**src/rtl/ictl_pkg.sv**
```systemverilog
package ictl_pkg;

    typedef enum logic [1:0] {
        SRC_IDLE = 2'd0,
        SRC_PEND = 2'd1,
        SRC_SERV = 2'd2
    } src_state_e;

endpackage

```
**src/rtl/ictl_src_fsm.sv**
```systemverilog
module ictl_src_fsm
    import ictl_pkg::*;
(
    input  logic clk,
    input  logic rst_n,
    input  logic req,
    input  logic grant,
    input  logic cmpl_hit,
    output logic pend,
    output logic serv
);

    src_state_e st_q;
    src_state_e st_d;

    // state register
    always_ff @(posedge clk or negedge rst_n) begin
        if (!rst_n) begin
            st_q <= SRC_IDLE;
        end else begin
            st_q <= st_d;
        end
    end

    // transitions
    always_comb begin
        st_d = st_q;
        unique case (st_q)
            SRC_IDLE: if (req)      st_d = SRC_PEND;
            SRC_PEND: if (grant)    st_d = SRC_SERV;
            SRC_SERV: if (cmpl_hit) st_d = SRC_IDLE;
            default:                st_d = SRC_IDLE;
        endcase
    end

    // outputs
    always_comb begin
        pend = 1'b0;
        serv = 1'b0;
        unique case (st_q)
            SRC_PEND: pend = 1'b1;
            SRC_SERV: serv = 1'b1;
            default: begin
                pend = 1'b0;
                serv = 1'b0;
            end
        endcase
    end

endmodule

```
**src/rtl/ictl_cmpl_dec.sv**
```systemverilog
module ictl_cmpl_dec #(
    parameter int NUM_SRC  = 16,
    parameter int NUM_CORE = 2,
    localparam int ID_W    = $clog2(NUM_SRC)
) (
    input  logic [NUM_CORE-1:0]      cmpl_we,
    input  logic [NUM_CORE*ID_W-1:0] cmpl_id,
    output logic [NUM_SRC-1:0]       cmpl_hit
);

    always_comb begin
        cmpl_hit = '0;
        for (int c = 0; c < NUM_CORE; c++) begin
            for (int k = 1; k < NUM_SRC; k++) begin
                if (cmpl_we[c] && (cmpl_id[c*ID_W +: ID_W] == ID_W'(k))) begin
                    cmpl_hit[k] = 1'b1;
                end
            end
        end
    end

endmodule

```
**src/rtl/ictl_claim_arb.sv**
```systemverilog
module ictl_claim_arb #(
    parameter int NUM_SRC  = 16,
    parameter int NUM_CORE = 2,
    localparam int ID_W    = $clog2(NUM_SRC)
) (
    input  logic [NUM_SRC-1:0]          pend_vec,
    input  logic [NUM_CORE*NUM_SRC-1:0] en_flat,
    input  logic [NUM_CORE-1:0]         claim_rd,
    output logic [NUM_SRC-1:0]          grant_vec,
    output logic [NUM_CORE*ID_W-1:0]    win_id
);

    logic [NUM_SRC-1:0] taken;
    logic [NUM_SRC-1:0] avail;
    logic [NUM_SRC-1:0] pick;
    logic [ID_W-1:0]    id;

    // cores walked in ascending index; a claiming core removes its pick
    always_comb begin
        taken  = '0;
        avail  = '0;
        pick   = '0;
        id     = '0;
        win_id = '0;
        for (int c = 0; c < NUM_CORE; c++) begin
            avail    = pend_vec & en_flat[c*NUM_SRC +: NUM_SRC] & ~taken;
            avail[0] = 1'b0;
            pick     = avail & (~avail + 1'b1);
            id       = '0;
            for (int k = 1; k < NUM_SRC; k++) begin
                if (pick[k]) id = ID_W'(k);
            end
            win_id[c*ID_W +: ID_W] = id;
            if (claim_rd[c]) taken = taken | pick;
        end
        grant_vec = taken;
    end

endmodule

```
**src/rtl/ictl_core_port.sv**
```systemverilog
module ictl_core_port #(
    parameter int NUM_SRC = 16,
    localparam int ID_W   = $clog2(NUM_SRC)
) (
    input  logic               clk,
    input  logic               rst_n,
    input  logic               en_we,
    input  logic [NUM_SRC-1:0] en_wdata,
    input  logic               claim_rd,
    input  logic [ID_W-1:0]    win_id,
    input  logic [NUM_SRC-1:0] pend_vec,
    output logic [NUM_SRC-1:0] en_q,
    output logic [ID_W-1:0]    claim_q,
    output logic               irq
);

    localparam logic [NUM_SRC-1:0] ID0_MASK = {{(NUM_SRC-1){1'b1}}, 1'b0};

    always_ff @(posedge clk or negedge rst_n) begin
        if (!rst_n) begin
            en_q    <= '0;
            claim_q <= '0;
        end else begin
            if (en_we)    en_q    <= en_wdata & ID0_MASK;
            if (claim_rd) claim_q <= win_id;
        end
    end

    always_comb begin
        irq = |(pend_vec & en_q);
    end

endmodule

```
**src/rtl/ictl_top.sv**
```systemverilog
module ictl_top #(
    parameter int NUM_SRC  = 16,
    parameter int NUM_CORE = 2,
    localparam int ID_W    = $clog2(NUM_SRC)
) (
    input  logic                        clk,
    input  logic                        rst_n,
    input  logic [NUM_SRC-1:0]          src_req,
    input  logic [NUM_CORE-1:0]         en_we,
    input  logic [NUM_CORE*NUM_SRC-1:0] en_wdata,
    input  logic [NUM_CORE-1:0]         claim_rd,
    output logic [NUM_CORE*ID_W-1:0]    claim_id,
    input  logic [NUM_CORE-1:0]         cmpl_we,
    input  logic [NUM_CORE*ID_W-1:0]    cmpl_id,
    output logic [NUM_CORE-1:0]         irq
);

    logic [NUM_SRC-1:0]          pend_vec;
    logic [NUM_SRC-1:0]          serv_vec;
    logic [NUM_SRC-1:0]          grant_vec;
    logic [NUM_SRC-1:0]          cmpl_hit;
    logic [NUM_CORE*NUM_SRC-1:0] en_flat;
    logic [NUM_CORE*ID_W-1:0]    win_id;
    logic                        unused_src0;

    assign unused_src0 = src_req[0] ^ grant_vec[0] ^ cmpl_hit[0];

    ictl_cmpl_dec #(.NUM_SRC(NUM_SRC), .NUM_CORE(NUM_CORE)) u_dec (
        .cmpl_we  (cmpl_we),
        .cmpl_id  (cmpl_id),
        .cmpl_hit (cmpl_hit)
    );

    ictl_claim_arb #(.NUM_SRC(NUM_SRC), .NUM_CORE(NUM_CORE)) u_arb (
        .pend_vec  (pend_vec),
        .en_flat   (en_flat),
        .claim_rd  (claim_rd),
        .grant_vec (grant_vec),
        .win_id    (win_id)
    );

    for (genvar k = 0; k < NUM_SRC; k++) begin : g_src
        if (k == 0) begin : g_reserved
            assign pend_vec[k] = 1'b0;
            assign serv_vec[k] = 1'b0;
        end else begin : g_fsm
            ictl_src_fsm u_fsm (
                .clk      (clk),
                .rst_n    (rst_n),
                .req      (src_req[k]),
                .grant    (grant_vec[k]),
                .cmpl_hit (cmpl_hit[k]),
                .pend     (pend_vec[k]),
                .serv     (serv_vec[k])
            );
        end
    end

    for (genvar c = 0; c < NUM_CORE; c++) begin : g_core
        ictl_core_port #(.NUM_SRC(NUM_SRC)) u_port (
            .clk      (clk),
            .rst_n    (rst_n),
            .en_we    (en_we[c]),
            .en_wdata (en_wdata[c*NUM_SRC +: NUM_SRC]),
            .claim_rd (claim_rd[c]),
            .win_id   (win_id[c*ID_W +: ID_W]),
            .pend_vec (pend_vec),
            .en_q     (en_flat[c*NUM_SRC +: NUM_SRC]),
            .claim_q  (claim_id[c*ID_W +: ID_W]),
            .irq      (irq[c])
        );
    end

endmodule

```
**config.mk**
```make
export PLATFORM = sky130hd
export DESIGN_NAME = ictl_top
export DESIGN_NICKNAME = d
export VERILOG_FILES = /design/src/rtl/ictl_pkg.sv /design/src/rtl/ictl_src_fsm.sv /design/src/rtl/ictl_cmpl_dec.sv /design/src/rtl/ictl_claim_arb.sv /design/src/rtl/ictl_core_port.sv /design/src/rtl/ictl_top.sv
export SDC_FILE = /design/constraint.sdc
export NUM_CORES = 1
export LEC_CHECK = 0
export BUFFER_PORTS_ARGS = -buffer_cell sky130_fd_sc_hd__buf_2
export CAP_MARGIN = 20
export CORE_ASPECT_RATIO = 0.75
export CORE_MARGIN = 10
export CORE_UTILIZATION = 40
export DETAILED_ROUTE_END_ITERATION = 12
export PLACE_DENSITY_LB_ADDON = 0.05
export SETUP_SLACK_MARGIN = 0.2
export SKIP_LAST_GASP = 1
export SLEW_MARGIN = 20
export SYNTH_ARGS = -nofsm -noshare
export SYNTH_HDL_FRONTEND = slang
export SYNTH_SLANG_ARGS = --single-unit
```
**constraint.sdc**
```tcl
create_clock -name clk -period 2.3 [get_ports clk]
set_input_delay 0.46 -clock clk [delete_from_list [all_inputs] [get_ports clk]]
set_output_delay 0.46 -clock clk [all_outputs]
set_load 0.05 [all_outputs]
```
==> Yosys cells after proc, flatten, opt, wreduce, memory -nomap -nowiden <==
Index checks and enable logic that the tools add are counted.
W data, S select, Z words.
{ "classes": {"mux": 137, "bitwise_logic": 9, "n_addsub": 2, "n_reduce_logical": 62, "eq_ne": 105} }
{ "ops": {"columns": ["operator", "count"], "rows": [
  ["$mux W2", 47],
  ["$pmux W2 S3", 15],
  ["$mux W4", 22],
  ["$and A16 B16 Y16", 5],
  ["$eq A4 B4 Y1 const B", 16],
  ["$ne A2 B2 Y1 const B", 30],
  ["$not A16 Y16", 3],
  ["$mux W1", 47],
  ["$reduce_and A3 Y1", 15],
  ["$add A16 B1 Y16 const B", 2],
  ["$eq A4 B3 Y1 const B", 8],
  ["$mux W16", 2],
  ["$reduce_or A16 Y1", 2],
  ["$eq A2 B1 Y1 const B", 15],
  ["$eq A2 B2 Y1 const B", 15],
  ["$logic_and A1 B1 Y1", 30],
  ["$logic_not A2 Y1", 15],
  ["$ne A2 B1 Y1 const B", 15],
  ["$eq A4 B2 Y1 const B", 4],
  ["$or A16 B16 Y16", 1],
  ["$mux W3", 4],
  ["$eq A4 B1 Y1 const B", 2]
]} }
{ "word_totals": {"in_bits": 64, "out_inout_bits": 10, "reg_bits": 68, "wordCells": 334} }

==> Longest topological paths before layout <==
Gate-level depths: netlist (run 1).
{ "depth": {"ltp_word": 27, "depth_mapped": 8, "depth_no_buf": 7} }

==> Hierarchy <==
Synthesis (run 1) repeated with hierarchy kept, for this count alone.
{ "unflattened": {"cells_unflattened": 430, "area_unflattened_um2": 4540.6} }
{ "modules_own_cells": {"columns": ["module", "area_each_um2", "n_inst", "seq_area_each_um2", "cells_each"], "rows": [
  ["ictl_core_port", 830.8, 2, 475.5, 51],
  ["ictl_src_fsm", 105.1, 15, 50.0, 9],
  ["ictl_claim_arb", 1061.0, 1, 0.0, 153],
  ["ictl_cmpl_dec", 237.7, 1, 0.0, 39],
  ["ictl_top", 3.8, 1, 0.0, 1]
]} }

==> Least setup slack after synthesis (run 1) <==
No wires, ideal clock.
{ "synth_path": {"path_kind": "input to register", "startpoint": "in claim_rd[0]", "endpoint": "reg g_core[1].u_port.claim_q[2]", "n_path_buf": 2, "setup_slack_ns": 0.169, "path_stages": 8, "setup_ns": 0.086, "arrival_ns": 2.046, "required_time_ns": 2.214, "cell_sequence": "clkbuf_2 nand4_4 buf_6 o31ai_4 nand4_2 or3_4 or2_1 o221ai_2"} }
{ "synth_between": {"elab_chain_len": 18} }
{ "synth_rtl": {"columns": ["element", "line", "source"], "rows": [
  ["start: declaration", "ictl_top.sv:11", "input logic [NUM_CORE-1:0] claim_rd,"],
  ["$mux W16 *", "ictl_claim_arb.sv:34", "if (claim_rd[c]) taken = taken | pick;"],
  ["$not A16 Y16 *", "ictl_claim_arb.sv:26", "avail = pend_vec & en_flat[c*NUM_SRC +: NUM_SRC] & ~taken;"],
  ["$and A16 B16 Y16 *", "ictl_claim_arb.sv:26", null],
  ["$not A16 Y16", "ictl_claim_arb.sv:28", "pick = avail & (~avail + 1'b1);"],
  ["$add A16 B1 Y16", "ictl_claim_arb.sv:28", null],
  ["$and A16 B16 Y16 *", "ictl_claim_arb.sv:28", null],
  ["$mux W3 (4 in a row)", "ictl_claim_arb.sv:31", "if (pick[k]) id = ID_W'(k);"],
  ["$mux W4 (7 in a row)", "ictl_claim_arb.sv:31", null],
  ["$mux W4 *", "ictl_claim_arb.sv:31", null],
  ["end signal: assignment", "ictl_core_port.sv:25", "if (claim_rd) claim_q <= win_id;"],
  ["end: declaration", "ictl_core_port.sv:13", "output logic [ID_W-1:0] claim_q,"]
]} }
Every way passes the cells marked *; elsewhere a longest branch is shown, timed or not.
A chain may end at the register's enable or synchronous reset.

==> Worst setup path after layout (run 1) <==
{ "layout_path": {"startpoint": "reg g_src[1].g_fsm.u_fsm.st_q[0]", "endpoint": "out irq[0]"} }
{ "layout_between": {"elab_chain_len": 4} }
{ "layout_rtl": {"columns": ["element", "line", "source"], "rows": [
  ["start: declaration", "ictl_src_fsm.sv:13", "src_state_e st_q;"],
  ["start signal: assignment", "ictl_src_fsm.sv:21", "st_q <= st_d;"],
  ["$eq A2 B1 Y1", "ictl_src_fsm.sv:40", "unique case (st_q)"],
  ["$mux W1", "ictl_src_fsm.sv:40", null],
  ["$and A16 B16 Y16", "ictl_core_port.sv:30", "irq = |(pend_vec & en_q);"],
  ["$reduce_or A16 Y1", "ictl_core_port.sv:30", null],
  ["end: declaration", "ictl_top.sv:15", "output logic [NUM_CORE-1:0] irq"]
]} }
Every way passes these cells.

==> results of run 1 <==
power groups by stage:
stage,clock [mW],sequential [mW],combinational [mW]
final,1.55,1.79,3.93
after global routing,1.63,1.83,4.22
after CTS,1.59,1.78,3.52
after detailed placement,0,1.80,3.24
after global placement,0,1.78,3.21
after floorplan,0,2.03,1.66
synth_stat cells, drive strengths merged (3+ instances only):
cell,instances,share of area
nor3,13,0.017
clkbuf,8,0.0077
nor2b,9,0.014
nand2,38,0.036
o311ai,4,0.0086
or3,3,0.0058
nand2b,7,0.011
a32o,3,0.0074
o21ai,18,0.022
a21oi,10,0.012
and3b,7,0.015
nand3b,23,0.061
buf,4,0.0074
a22oi,4,0.0074
nand3,15,0.018
a41oi,4,0.010
a211oi,6,0.012
a221oi,3,0.0064
nand4,9,0.023
nor2,37,0.035
a31oi,9,0.014
mux2i,5,0.012
nor4,8,0.017
inv,9,0.0083
or3b,3,0.0064
a21o,5,0.0092
dfrtp,68,0.42
nand4b,3,0.0064
mux2,29,0.080
o22ai,6,0.011
flip-flops by register name, summed over array words and instances, names as in the netlist:
| signal | flops |
|---|---|
| g_core.u_port.en_q | 30 |
| g_src.g_fsm.u_fsm.st_q | 30 |
| g_core.u_port.claim_q | 8 |
how the worst max path moves through the flow:
stage,depth (start not counted),end,start
global route,7,irq[0],g_src[7].g_fsm.u_fsm.st_q[1]
CTS,7,irq[0],g_src[1].g_fsm.u_fsm.st_q[0]
global placement,7,g_src[15].g_fsm.u_fsm.st_q[0],claim_rd[0]
detailed placement,7,g_src[15].g_fsm.u_fsm.st_q[0],claim_rd[0]
floorplan,8,g_core[1].u_port.claim_q[2],g_src[3].g_fsm.u_fsm.st_q[0]
finish,7,irq[0],g_src[1].g_fsm.u_fsm.st_q[0]
kinds of logic (layout without fill, tap and decap cells):
kind of cell	after synthesis	in the layout
AO/OA/AOI/OAI	94	94
buffers and inverters	21	182
flip-flops	68	68
multiplexers	34	34
AND/OR/NAND/NOR	190	191
worst max-delay path, stage by stage, from the launching register on:
cell      delay (ns)
dfrtp_1         0.41
nand3b_4        0.15
buf_4           0.19
nand3_2         0.12
nor4_4          0.31
buf_4           0.16
nand2_1         0.08
buf_4           0.21
metrics by stage:
step                      hold WS [ns]  power, mW
after global routing             0.171       7.69
after global placement           0.443       4.99
after CTS                        0.153       6.89
after floorplan                  0.164       3.69
final                            0.134       7.28
after detailed placement         0.455       5.04
repair_timing:
item / 4_1_cts / 5_1_grt
gates cloned: 1 / 0
endpoints found under the setup margin: 26 / 30
resized for setup: 26 / 33
setup buffers: 11 / 9
hold buffers: 0 / 0
pin swaps: 4 / 5
layer usage:
layer  share of wire  global-route usage  routed length (um)  up-vias
met5         0.00091                   0                  13        -
met1            0.47               0.275                6750     1985
li1                -                   -                   -     1880
met2            0.43               0.285                6190      133
met4           0.014              0.0539                 201        2
met3           0.076              0.0611                1080       25
final cells by class:
type	count	area (sq um)
clock inverter	4	70.1
tap	132	165
multi-input combinational	319	2550
inverter	9	33.8
sequential	68	1700
timing repair buffer	157	1050
fill	864	3980
clock buffer	12	267
==> impl_results.md, run 1 <==
- Global-route wire length before repair: 22,300 um
- Initial Utilization: 0.416
- Non-Filler Cell Area, Final: 5840 sq um
- RSZ-0062 raised after global routing: true
- 1st-pass router iterations: 5
- 1st-iter DRT viols: 318
- Yosys warning count: 0
- Simple-gate portion of the synthesized area: 0.296
- Gate power share: 0.541
- Internal power: 4.35 mW
- Final setup fails: 8
- Final Hold Viols: 0
- Max frequency: 412 MHz
- Max Cap Violations: 0
- Row Count: 31
- Largest net degree at the start of global routing: 69
- Count of cell types in the netlist: 74
- Failing checks: setup timing
- Final TNS setup: -0.389 ns
- Seq/Total Area, Yosys: 0.417
- Vias in the first global route: 3,993
- DP Worst Slack: -0.106 ns
- Gpl congestion: 0.914
- Synth Area per Inst: 10.0 sq um
- Post-synthesis register bit count: 68
- Die Width: 137 um
- Tmin final: 2.43 ns
- Initial antenna violation count: 1
- WL/cell: 20.3 um
- Critical path class: reg2out
- Port Buffers: 70
- Worst-Margin Slew: 0.680 ns
- Worst hold path type: in2async
- Synth async-reset ratio: 1.00
- # IOs: 74
- Worst setup EP type: output port
- Drt drc: 0
- Pwr dens: 1250 nW/um^2
- Clock power frac: 0.214
- Clk Latency, worst-skew pair: 0.34 ns
- Core Area: 9810 sq um
- CTS clk-pin slew, worst paths: 0.05 ns
- Adder-Cell Fraction of Synth Area: 0
- Net switching power: 2.93 mW
- Switching portion of total power: 0.402
- Placed insts: 664
- Largest family of logic cells by synthesized area: simple AND/OR/NAND/NOR gates
- Pleak: 2.64 nW
- Clk_skew: 0.00374 ns
- Slew Limit Fails: 0
- Root buf cell: clkbuf_16
- Post-synthesis mux area share: 0.0922
- Outcome: complete, but fails checks
- Worst r2r src: g_src[3].g_fsm.u_fsm.st_q[1]
- Compound-Gate Fraction of Synth Area: 0.172
- R2R Path End: g_src[14].g_fsm.u_fsm.st_q[0]
- Num Clock Sinks: 68
- Most common cell after layout, fill and taps aside: buf_4
- Routed via count: 4,025
- # diodes: 0
- Critical path startpoint category: flip-flop
- DRT antenna net count: 0
- Commonest non-fill, non-tap cells in the layout: buf_4 (82), dfrtp_1 (68), buf_2 (68)
- Placed cell area: 5060 sq um
- Post-Layout Cell Count: 701
- Worst EP required: 1.84 ns
- Slew headroom: 0.545
- Final period util: 1.06
- CTS Buffer Depth: 2
- GRT Total Usage: 0.197
- Ys flop type: dfrtp_1
- Post-synth EDFFs: 0
- Share of cells above drive strength 1: 0.460
- Placed wire-length estimate: 10,600 um
- Post-route core utilization: 0.595
- Post-Route WL: 14,200 um
- Post-Synth XOR/XNOR Area: 0
- Die Span Y: 108 um
- CTS tree: done
- Die area: 14,700 sq um
- Num CTS Buffers: 9
- Syn Inst Count: 407
- Worst R2R Path Depth: 10
- CP max FO: 8
- FF-to-FF setup slack: -0.04 ns
- Average vias per placed instance: 5.74
- Final worst slack: -0.127 ns
- Area of the mapped netlist: 4080 sq um
- Crit path DAT: 1.97 ns
- H-Tree Depth: 3
- Final Net Count: 628
- Peak supply drop: 524 uV
- Area growth, synth to finish: 43.0%
- Reg power frac: 0.246
- Mapped Nets: 471
- GR Overflow Total: 0
Power figures use the tool's default switching activity.
==> run 2: changes to the inputs <==
Settings changed: PLACE_DENSITY set to 0.59, PLACE_DENSITY_LB_ADDON 0.05 to not set.
==> impl_results.md, run 2 (same netlist as run 1, synthesis figures left out) <==
- Max Cap Violations: 0 (unchanged)
- Gpl congestion: 0.920 (+0.73%)
- CP cell instances: buf_4 -> nand3b_1 -> nand4_1 -> or4_4 -> buf_8
- Outcome: complete, but fails checks
- Area growth, synth to finish: 48.6%
- Biggest regs: g_core.u_port.en_q x30, g_src.g_fsm.u_fsm.st_q x30, g_core.u_port.claim_q x8
- Port Buffers: 70 (unchanged)
- Num Clock Sinks: 68 (unchanged)
- Critical path class: reg2out
- Final worst slack: -0.106 ns (+0.0215 ns)
- Most common cell after layout, fill and taps aside: buf_4
- WL/cell: 21.2 um (+4.4%)
- Multi-input logic area: 2680 sq um (+4.9%)
- Initial Utilization: 0.416 (unchanged)
- CP max FO: 4 (-4)
- Pleak: 2.75 nW (+3.9%)
- Final Hold Viols: 0 (unchanged)
- Worst EP required: 1.84 ns (about the same)
- Vias in the first global route: 4,129 (+3.4%)
- Max stage delay cell, worst path: or4_4
- Commonest non-fill, non-tap cells in the layout: buf_4 (74), buf_2 (68), dfrtp_1 (67)
- 1st-pass router iterations: 5 (unchanged)
- Critical Path Start: g_src[10].g_fsm.u_fsm.st_q[0]
- Final TNS setup: -0.436 ns (-0.0473 ns)
- Peak supply drop: 512 uV (-2.4%)
- CTS tree: done
- Register area: 1700 sq um (about the same)
- Final Net Count: 630 (+0.32%)
- Worst hold path type: in2async
- Average vias per placed instance: 5.79 (+0.83%)
- Slew headroom: 0.666 (+0.120)
- Total Power: 7.67 mW (+5.5%)
- 1st-iter DRT viols: 392 (+23%)
- DRT antenna net count: 0 (unchanged)
- Final period util: 1.05 (-0.00933)
- CP peak stage delay: 0.46 ns (+0.05 ns)
- Critical path startpoint category: flip-flop
- Worst setup EP type: output port
- Post-Route WL: 14,900 um (+4.7%)
- Worst r2r src: g_core[0].u_port.en_q[3]
- Die Span Y: 108 um (unchanged)
- Placed wire-length estimate: 10,700 um (+1.5%)
- CTS clk-pin slew, worst paths: 0.06 ns (about the same)
- Failing checks: setup timing
- Max frequency: 416 MHz (+0.89%)
- # IOs: 74 (unchanged)
- Worst-Margin Slew: 0.501 ns (-0.179 ns)
- Crit path DAT: 1.95 ns (-0.02 ns)
- DP Worst Slack: -0.000426 ns (+0.106 ns)
- # diodes: 0 (unchanged)
- CTS Buffer Depth: 2 (unchanged)
- Die area: 14,700 sq um (unchanged)
- GRT Total Usage: 0.197 (about the same)
- Global-route wire length before repair: 22,500 um (+0.59%)
- RSZ-0062 raised after global routing: true
- Tmin final: 2.41 ns (-0.0215 ns)
- Placed cell area: 4980 sq um (-1.7%)
- Placed insts: 651 (-2.0%)
- Worst R2R Path Depth: 10 (unchanged)
- H-Tree Depth: 3 (unchanged)
- Layout fillers: 804 (-6.9%)
- Routed via count: 4,070 (+1.1%)
- Pwr dens: 1260 nW/um^2 (+1.4%)
- Final setup fails: 8 (unchanged)
- GR Overflow Total: 0 (unchanged)
- Clk_skew: 0.00660 ns (+0.00286 ns)
- Die Width: 137 um (unchanged)
- Final Hold Slack: 0.149 ns (+0.0147 ns)
- Slew Limit Fails: 0 (unchanged)
- Initial antenna violation count: 0 (-1)
- Post-Layout Cell Count: 703 (+0.29%)
- Row Count: 31 (unchanged)
- Share of cells above drive strength 1: 0.501 (+0.0404)
- Drt drc: 0 (unchanged)
- Post-route core utilization: 0.619 (+0.0236)
- Non-Filler Cell Area, Final: 6070 sq um (+4.0%)
- Worst Setup EP: irq[1]
- Clk Latency, worst-skew pair: 0.33 ns (about the same)
- Root buf cell: clkbuf_16
- R2R Path End: g_src[12].g_fsm.u_fsm.st_q[0]
- Largest net degree at the start of global routing: 69 (unchanged)
- Num CTS Buffers: 9 (unchanged)
- Core Area: 9810 sq um (unchanged)
- FF-to-FF setup slack: -0.08 ns (-0.04 ns)
==> run 2: cell type report <==
class / count / area share
timing repair buffer: 160 / 0.186
sequential: 68 / 0.281
multi-input combinational: 318 / 0.442
tap: 132 / 0.0272
clock inverter: 5 / 0.0175
inverter: 9 / 0.00557
clock buffer: 11 / 0.0416
==> run 2: how the worst min path moves through the flow <==
stage | from | end | slack (ns) | depth (start not counted)
after global placement | g_src[5].g_fsm.u_fsm.st_q[1] | g_src[5].g_fsm.u_fsm.st_q[0] | 0.44 | 1
after global routing | rst_n | g_core[0].u_port.en_q[2] | 0.17 | 2
final | rst_n | g_core[0].u_port.en_q[2] | 0.15 | 2
after detailed placement | g_src[5].g_fsm.u_fsm.st_q[1] | g_src[5].g_fsm.u_fsm.st_q[0] | 0.44 | 1
after CTS | rst_n | g_core[0].u_port.claim_q[0] | 0.16 | 2
after floorplan | rst_n | g_core[0].u_port.claim_q[0] | 0.16 | 0
==> run 2: report_power, final <==
group          switching [mW]  internal [mW]  leakage, nW
registers               0.264           1.53        0.810
clock network           0.539           1.12        0.172
logic                    2.32           1.90         1.76
==> run 2: layer usage <==
metal	part of all wire	wire, um	GRT usage	vias up
met2	0.46	6810	0.305	162
met1	0.46	6800	0.263	2020
met3	0.074	1100	0.0541	20
met4	0.013	197	0.0539	0
met5	0	0	0	-
li1	-	-	-	1868
==> run 2: what timing repair did <==
item / 4_1_cts / 5_1_grt
hold buffers: 0 / 0
endpoints found under the setup margin: 20 / 27
resized for setup: 61 / 39
pin swaps: 31 / 32
buffers inserted: 19 / 17
==> run 2: critical path: cells and delay by family, from the launching register on <==
kind | cells | cell delay (ns)
and+or+nand+nor | 3 | 0.90
buffers and inverters | 2 | 0.31
DFF | 1 | 0.39
